$ cat src/rtl/sra_pkg.sv
package sra_pkg;

    // Default geometry of the cell strip
    localparam int NCOL_DEF = 22;
    localparam int NROW_DEF = 2;

    // Which comparator feeds the readout
    typedef enum logic {
        SRC_NORMAL   = 1'b0,
        SRC_TIMEWALK = 1'b1
    } src_sel_e;

    // Reflected binary Gray code of a cell number
    function automatic int gray_code(input int n);
        return n ^ (n >> 1);
    endfunction

    // Cell number from column and row position
    function automatic int cell_number(input int col, input int row, input int nrow);
        return col * nrow + row;
    endfunction

endpackage

$ cat src/rtl/sra_cell_front.sv
module sra_cell_front
    import sra_pkg::*;
(
    input  logic     clk,
    input  logic     rst,
    input  src_sel_e src_sel,
    input  logic     comp_norm,
    input  logic     comp_tw,
    input  logic     inj_en,
    input  logic     dig_inj,
    output logic     hit
);

    logic src;
    logic cap_q;
    logic prev_q;

    // Source choice, with digital inject joining after the comparator
    always_comb begin
        case (src_sel)
            SRC_TIMEWALK: src = comp_tw;
            default:      src = comp_norm;
        endcase
        src = src | (inj_en & dig_inj);
    end

    // Capture the level, keep the previous level for edge detection
    always_ff @(posedge clk) begin
        if (rst) begin
            cap_q  <= 1'b0;
            prev_q <= 1'b0;
        end else begin
            cap_q  <= src;
            prev_q <= cap_q;
        end
    end

    // A hit lasts exactly one period
    assign hit = cap_q & ~prev_q;

endmodule

$ cat src/rtl/sra_parity_chain.sv
module sra_parity_chain
    import sra_pkg::*;
#(
    parameter int NCELL = 44,
    parameter int AW    = 6
) (
    input  logic [NCELL-1:0] cell_hit,
    output logic [AW-1:0]    lane1_addr,
    output logic [AW-1:0]    lane2_addr,
    output logic             lane1_used,
    output logic             lane2_used,
    output logic             parity
);

    logic [NCELL:0]  par;
    logic [NCELL:0]  used1;
    logic [NCELL:0]  used2;
    logic [AW-1:0]   acc1 [NCELL+1];
    logic [AW-1:0]   acc2 [NCELL+1];

    assign par[0]   = 1'b0;
    assign used1[0] = 1'b0;
    assign used2[0] = 1'b0;
    assign acc1[0]  = '0;
    assign acc2[0]  = '0;

    for (genvar i = 0; i < NCELL; i++) begin : g_link
        localparam int            GI   = gray_code(i);
        localparam logic [AW-1:0] ADDR = GI[AW-1:0];

        logic to1;
        logic to2;

        // Incoming parity picks the lane
        assign to1 = cell_hit[i] & ~par[i];
        assign to2 = cell_hit[i] &  par[i];

        assign par[i+1]   = par[i] ^ cell_hit[i];
        assign used1[i+1] = used1[i] | to1;
        assign used2[i+1] = used2[i] | to2;
        assign acc1[i+1]  = acc1[i] | (to1 ? ADDR : '0);
        assign acc2[i+1]  = acc2[i] | (to2 ? ADDR : '0);
    end

    assign lane1_addr = acc1[NCELL];
    assign lane2_addr = acc2[NCELL];
    assign lane1_used = used1[NCELL];
    assign lane2_used = used2[NCELL];
    assign parity     = par[NCELL];

endmodule

$ cat src/rtl/sra_hit_arbiter.sv
module sra_hit_arbiter
    import sra_pkg::*;
#(
    parameter int NCOL = NCOL_DEF,
    parameter int NROW = NROW_DEF,
    localparam int NCELL = NCOL * NROW,
    localparam int AW    = $clog2(NCELL)
) (
    input  logic             clk,
    input  logic             rst,
    input  logic             src_sel,
    input  logic [NCELL-1:0] comp_norm,
    input  logic [NCELL-1:0] comp_tw,
    input  logic [NCELL-1:0] inj_en,
    input  logic             dig_inj,
    output logic [AW-1:0]    bus1_addr,
    output logic [AW-1:0]    bus2_addr,
    output logic             bus1_hit,
    output logic             bus2_hit,
    output logic             parity_out
);

    src_sel_e         sel;
    logic [NCELL-1:0] cell_hit;
    logic [AW-1:0]    l1_addr;
    logic [AW-1:0]    l2_addr;
    logic             l1_used;
    logic             l2_used;
    logic             chain_par;

    assign sel = src_sel_e'(src_sel);

    // One front end per cell, placed by column and row
    for (genvar c = 0; c < NCOL; c++) begin : g_col
        for (genvar r = 0; r < NROW; r++) begin : g_row
            localparam int IDX = cell_number(c, r, NROW);
            sra_cell_front u_front (
                .clk       (clk),
                .rst       (rst),
                .src_sel   (sel),
                .comp_norm (comp_norm[IDX]),
                .comp_tw   (comp_tw[IDX]),
                .inj_en    (inj_en[IDX]),
                .dig_inj   (dig_inj),
                .hit       (cell_hit[IDX])
            );
        end
    end

    sra_parity_chain #(
        .NCELL (NCELL),
        .AW    (AW)
    ) u_chain (
        .cell_hit   (cell_hit),
        .lane1_addr (l1_addr),
        .lane2_addr (l2_addr),
        .lane1_used (l1_used),
        .lane2_used (l2_used),
        .parity     (chain_par)
    );

    // Report register: one coherent word per period
    always_ff @(posedge clk) begin
        if (rst) begin
            bus1_addr  <= '0;
            bus2_addr  <= '0;
            bus1_hit   <= 1'b0;
            bus2_hit   <= 1'b0;
            parity_out <= 1'b0;
        end else begin
            bus1_addr  <= l1_addr;
            bus2_addr  <= l2_addr;
            bus1_hit   <= l1_used;
            bus2_hit   <= l2_used;
            parity_out <= chain_par;
        end
    end

endmodule

$ cat config.mk
export PLATFORM = sky130hd
export DESIGN_NAME = sra_hit_arbiter
export DESIGN_NICKNAME = d
export VERILOG_FILES = /design/src/rtl/sra_pkg.sv /design/src/rtl/sra_cell_front.sv /design/src/rtl/sra_parity_chain.sv /design/src/rtl/sra_hit_arbiter.sv
export SDC_FILE = /design/constraint.sdc
export NUM_CORES = 1
export LEC_CHECK = 0
export BUFFER_PORTS_ARGS = -buffer_cell sky130_fd_sc_hd__buf_4
export CAP_MARGIN = 15
export CORE_AREA = 2 2 108 110
export CTS_CLUSTER_SIZE = 10
export DETAILED_ROUTE_END_ITERATION = 10
export DIE_AREA = 0 0 110 112
export PLACE_DENSITY = 0.83
export SLEW_MARGIN = 20
export SYNTH_ARGS = -nofsm -noshare
export SYNTH_HDL_FRONTEND = slang
export SYNTH_HIERARCHICAL = 1
export SYNTH_SLANG_ARGS = --single-unit
$ cat constraint.sdc
create_clock -name clk -period 19.19 [get_ports clk]
set_clock_uncertainty 0.2 [all_clocks]
set_input_delay 2.8785 -clock clk [delete_from_list [all_inputs] [get_ports clk]]
set_output_delay 2.8785 -clock clk [all_outputs]
set_load 0.02 [all_outputs]
* Word-level counts from Yosys, hierarchy flattened
Index checks and enable logic that the tools add are counted.
Storage, ports and cells: output and inout bits 15, word-level logic and storage cells 740, register bits 103, bits of input ports 136
Operators by class: muxes and demuxes 130, bitwise logic cells 517
Operator list (count):
- $or A6 B6 Y6 | 84
- $and A1 B1 Y1 | 174
- $mux W5 | 32
- $mux W6 | 24
- $or A1 B1 Y1 | 129
- $not A1 Y1 | 87
- $mux W4 | 16
- $mux W1 | 46
- $xor A1 B1 Y1 | 43
- $mux W3 | 8
- $mux W2 | 4

* Logic depth before layout (Yosys ltp)
depth after elaboration 48, depth in mapped cells 45, gate-level depth less buffers 45

* Cells and area by module
The synthesis kept the hierarchy.
Modules (own cells, without submodules):
- sra_cell_front | cells an instance 7, instances 44, area an instance 71.3 sq um, seq. area each 40.0 sq um
- sra_parity_chain | cells an instance 223, instances 1, area an instance 1924.3 sq um, seq. area each 0.0 sq um
- sra_hit_arbiter | cells an instance 31, instances 1, area an instance 432.9 sq um, seq. area each 300.3 sq um

* Worst setup path before layout
Ideal clock, no wire load.
kind reg-to-reg, from register g_col[0].g_row[0].u_front.cap_q, to register bus2_addr[2], cell stages (with the launch flop) 45, data arrival time 13393 ps, setup time 114 ps, slack 5484 ps, data required time 18876 ps, period minus slack after synthesis 13706 ps, path buffers 0, path through dfxtp_1 > nor2b_1 > inv_1 > ha_1 > fa_1 > fa_1 > ha_1 > ha_1 > fa_1 > ha_1 > ha_1 > ha_1 > ha_1 > ha_1 > ha_1 > fa_1 > ha_1 > ha_1 > [... 9 more ...] > ha_1 > ha_1 > ha_1 > fa_1 > ha_1 > ha_1 > ha_1 > ha_1 > ha_1 > ha_1 > ha_1 > ha_1 > ha_1 > ha_1 > nor4_1 > nand3_1 > or4_1 > nor2b_2
Between the ends: word-level cells in the longest chain between the ends 46, elaborated cells between the ends (all ways) 131, those cells by class mux (24); bitwise (107)
Ends and longest elaborated chain:
- start, declared | RTL line sra_cell_front.sv:15 | logic cap_q;
- start signal, assigned | RTL line sra_cell_front.sv:33 | cap_q <= src;
- $and A1 B1 Y1 * | RTL line sra_cell_front.sv:39 | assign hit = cap_q & ~prev_q;
- via cell_hit[0] | RTL line sra_hit_arbiter.sv:24 | logic [NCELL-1:0] cell_hit;
- $xor A1 B1 Y1 * (3 in a row) | RTL line sra_parity_chain.sv:38 | assign par[i+1] = par[i] ^ cell_hit[i];
- $and A1 B1 Y1 or $xor A1 B1 Y1 (tied branches) | RTL line sra_parity_chain.sv:36, sra_parity_chain.sv:38
- $mux W3, or another cell as far along | RTL line sra_parity_chain.sv:42 | assign acc2[i+1] = acc2[i] | (to2 ? ADDR : '0);
- $or A6 B6 Y6, or another cell as far along (7 in a row) | RTL line sra_parity_chain.sv:42
- $or A6 B6 Y6 or $xor A1 B1 Y1 (tied branches) (7 in a row) | RTL line sra_parity_chain.sv:42, sra_parity_chain.sv:38
- $or A6 B6 Y6, or another cell as far along (9 in a row) | RTL line sra_parity_chain.sv:42
- $or A6 B6 Y6 or $xor A1 B1 Y1 (tied branches) (7 in a row) | RTL line sra_parity_chain.sv:42, sra_parity_chain.sv:38
- $or A6 B6 Y6, or another cell as far along (8 in a row) | RTL line sra_parity_chain.sv:42
- $or A6 B6 Y6 or $mux W6 (tied branches) | RTL line sra_parity_chain.sv:42
- $or A6 B6 Y6 * | RTL line sra_parity_chain.sv:42
- via l2_addr[2] | RTL line sra_hit_arbiter.sv:26 | logic [AW-1:0] l2_addr;
- end signal, assigned | RTL line sra_hit_arbiter.sv:72 | bus2_addr <= l2_addr;
- end, declared | RTL line sra_hit_arbiter.sv:17 | output logic [AW-1:0] bus2_addr,
The timed path passes the listed nets; every way through them passes the cells marked *. A chain may end at the register's enable or synchronous reset.

* Worst setup path after layout
Same ends and word-level chain as after synthesis.

==> impl_metrics.env <==
export IMPL_outcome="finished, final reports clean"
export IMPL_synth_fp_nets=794
export IMPL_grt_busiest_layer="met2"
export IMPL_hp_class="flip-flop to flip-flop"
export IMPL_slew_violations=0
export IMPL_ys_ff_latch=103
export IMPL_postCtsSetupBuffers=0
export IMPL_pwr_density_cell_nw_per_um2=152.4
export IMPL_placeableCoreArea_um2=11170
export IMPL_root_buffer="clkbuf_16"
export IMPL_clock_power_share_pct=17.2
export IMPL_drive_gt1_share_pct=24.21
export IMPL_place_area_um2=6789
export IMPL_placement_io_buffers=150
export IMPL_regArea_um2=2062
export IMPL_rsz0062_at_grt="false"
export IMPL_clk_latency_ns=0.35
export IMPL_sw_frac_of_total_pct=43.20
export IMPL_num_antenna_cells=0
export IMPL_routed_wl_mm=13.76
export IMPL_clkTransAtPathRegs_ns=0.07
export IMPL_p_leak_nw=3.614
export IMPL_p_int_mw=0.6141
export IMPL_initial_utilization_pct=49.18
export IMPL_max_freq_mhz=68.95
export IMPL_synth_warnings=6
export IMPL_dieWidth_um=110
export IMPL_grt_max_degree=104
export IMPL_routabilityCongestion=0.9167
export IMPL_dp_cells=854
export IMPL_first_pass_iters=4
export IMPL_finalSetupViolCount=0
export IMPL_nets=954
export IMPL_vias=4337
export IMPL_tightest_slew_ns=1.040
export IMPL_fin_util_pct=63.50
export IMPL_use_met1_pct=30.64
export IMPL_ys_types=24
export IMPL_fp_row_count=39
export IMPL_postRouteAntennaNets=0
export IMPL_seqPwrFrac_pct=22.6
export IMPL_cts_tree="done"
export IMPL_combPwrFrac_pct=60.2
export IMPL_clock_sinks=103
export IMPL_grt_usage_pct=23.80
export IMPL_cp_start_kind="flip-flop"
export IMPL_drcViolationCount=0
export IMPL_grt_use_met3_pct=3.454
export IMPL_fin_area_um2=7096
export IMPL_peakVddDrop_mv=0.07404
export IMPL_multi_input_area_um2=3253
export IMPL_final_setup_tns_ns=0
export IMPL_yosys_area_top_type="dfxtp_1"
export IMPL_cp_data_required_time_ns=19.20
export IMPL_grt_overflow_total=0
export IMPL_die_area_um2=12320
export IMPL_cpMostUsedCell="ha_1"
export IMPL_slowest_delay_ns=0.57
export IMPL_area_growth_pct=29.12
export IMPL_htreeDepth=3
export IMPL_cp_num_buf_inv=1
export IMPL_layout_common_cells="buf_4, dfxtp_1, nor2b_1"
export IMPL_synth_area_leaders="dfxtp_1, ha_1, nor2b_1"
export IMPL_initialDrtViolationCount=159
export IMPL_crit_arrival_ns=14.51
export IMPL_nFillCells=932
export IMPL_pin_count=151
export IMPL_critPathTopFamily="adder cells"
export IMPL_finalHoldViolCount=0
export IMPL_maxSlewHeadroom_pct=30.65
export IMPL_finalPower_mw=1.081
export IMPL_cts_resized=0
export IMPL_post_route_min_period_ns=14.50
export IMPL_seq_area_frac_synth_pct=37.52
export IMPL_post_dp_hpwl_mm=10.91
export IMPL_grt_pass1_vias=4433
export IMPL_cts_buffers_inserted=9
export IMPL_postSynthCellCount=562
export IMPL_synth_top_cell_area_share_pct=37.52
export IMPL_cts_buffer_depth=2
export IMPL_final_cells=870
export IMPL_path_class="flip-flop to flip-flop"
export IMPL_antenna_found_initial=0
export IMPL_finalCritPeriodShare_pct=75.58
export IMPL_die_h_um=112
export IMPL_met2_usage_pct=40.04
export IMPL_syn_area_per_cell_um2=9.778
export IMPL_p_sw_mw=0.4671
export IMPL_post_drt_wl_per_cell_um=15.82
export IMPL_grt_pass1_wl_mm=22.38
export IMPL_cp_slowest_cell="fa_1"
export IMPL_postCtsHoldBufs=0
export IMPL_drv_cap=0
export IMPL_viasPerCell=4.985
export IMPL_syn_area_um2=5495
export IMPL_final_common_cell="buf_4"
export IMPL_crit_fanout=3
export IMPL_crit_path_end_kind="flip-flop"
[state kept, by name, summed over array words and instances, names as in the netlist]
register                    cells
parity_out                      1
g_col.g_row.u_front/cap_q      44
bus1_hit                        1
g_col.g_row.u_front/prev_q     44
bus2_hit                        1
bus1_addr                       6
bus2_addr                       6
[synth_stat cells]
| cell | n |
|---|---|
| or4_1 | 8 |
| fa_1 | 12 |
| dfxtp_1 | 103 |
| nor2b_2 | 7 |
| nand3b_1 | 1 |
| ha_1 | 84 |
| and2_1 | 1 |
| nand4b_1 | 2 |
| nor2_1 | 17 |
| buf_6 | 1 |
| nor4_1 | 19 |
| and2b_2 | 3 |
| and3_1 | 2 |
| and2b_1 | 2 |
| or3_1 | 2 |
| nand3_1 | 8 |
| nor2b_1 | 91 |
| nand2_1 | 46 |
| nor3_1 | 10 |
| inv_1 | 45 |
| or4_4 | 1 |
| a21oi_1 | 44 |
| nand4_1 | 9 |
| mux2i_1 | 44 |
[power groups by stage]
stage | clock network, mW | logic [mW] | registers, mW
after floorplan | 0 | 0.417 | 0.259
after detailed placement | 0 | 0.643 | 0.249
after CTS | 0.190 | 0.647 | 0.244
after global placement | 0 | 0.626 | 0.249
final | 0.186 | 0.651 | 0.244
after global routing | 0.199 | 0.733 | 0.246
[layout make-up]
type                            instances  share of cell area, %
Inverter                               45                  2.381
Clock buffer                           11                  3.421
Clock inverter                          5                 0.8993
Multi-Input combinational cell        413                  45.85
Timing Repair Buffer                  150                  15.87
Tap cell                              143                  2.522
Sequential cell                       103                  29.06
[metal layers]
metal | vias to the layer above | part of all wire [%]
li1 | 2194 | -
met1 | 2007 | 45
met2 | 120 | 49
met3 | 16 | 4.2
met4 | 0 | 2.0
met5 | - | 0
[metrics by stage]
step / worst slack, ns / hold WS [ns]
6_report: 4.687 / 0.2564
3_5_place_dp: 4.693 / 0.2449
5_1_grt: 4.174 / 0.2671
2_1_floorplan: 5.484 / 0.2297
4_1_cts: 4.682 / 0.2614
3_3_place_gp: 4.999 / 0.2369
[kinds of logic (layout without fill, tap and decap cells)]
logic type	Yosys count	in the layout	synth area share (%)
muxes	44	44	8.015
DFF	103	103	37.52
and+or+nand+nor	229	229	23.68
adders and majority gates	96	96	23.50
AOI/OAI and AO/OA	44	44	4.007
buffers and inverters	46	211	3.279
[worst paths after layout]
path,to,cells past startpoint,slack (ns),start
setup / recovery,bus2_addr[2]$_SDFF_PP0_,44,4.69,g_col[0].g_row[0].u_front/cap_q$_SDFF_PP0_
hold / removal,g_col[13].g_row[0].u_front/prev_q$_SDFF_PP0_,1,0.26,g_col[13].g_row[0].u_front/cap_q$_SDFF_PP0_
setup reg to reg,bus2_addr[2]$_SDFF_PP0_,44,4.69,g_col[0].g_row[0].u_front/cap_q$_SDFF_PP0_
hold reg to reg,g_col[13].g_row[0].u_front/prev_q$_SDFF_PP0_,1,0.26,g_col[13].g_row[0].u_front/cap_q$_SDFF_PP0_
Power figures use the tool's default switching activity.
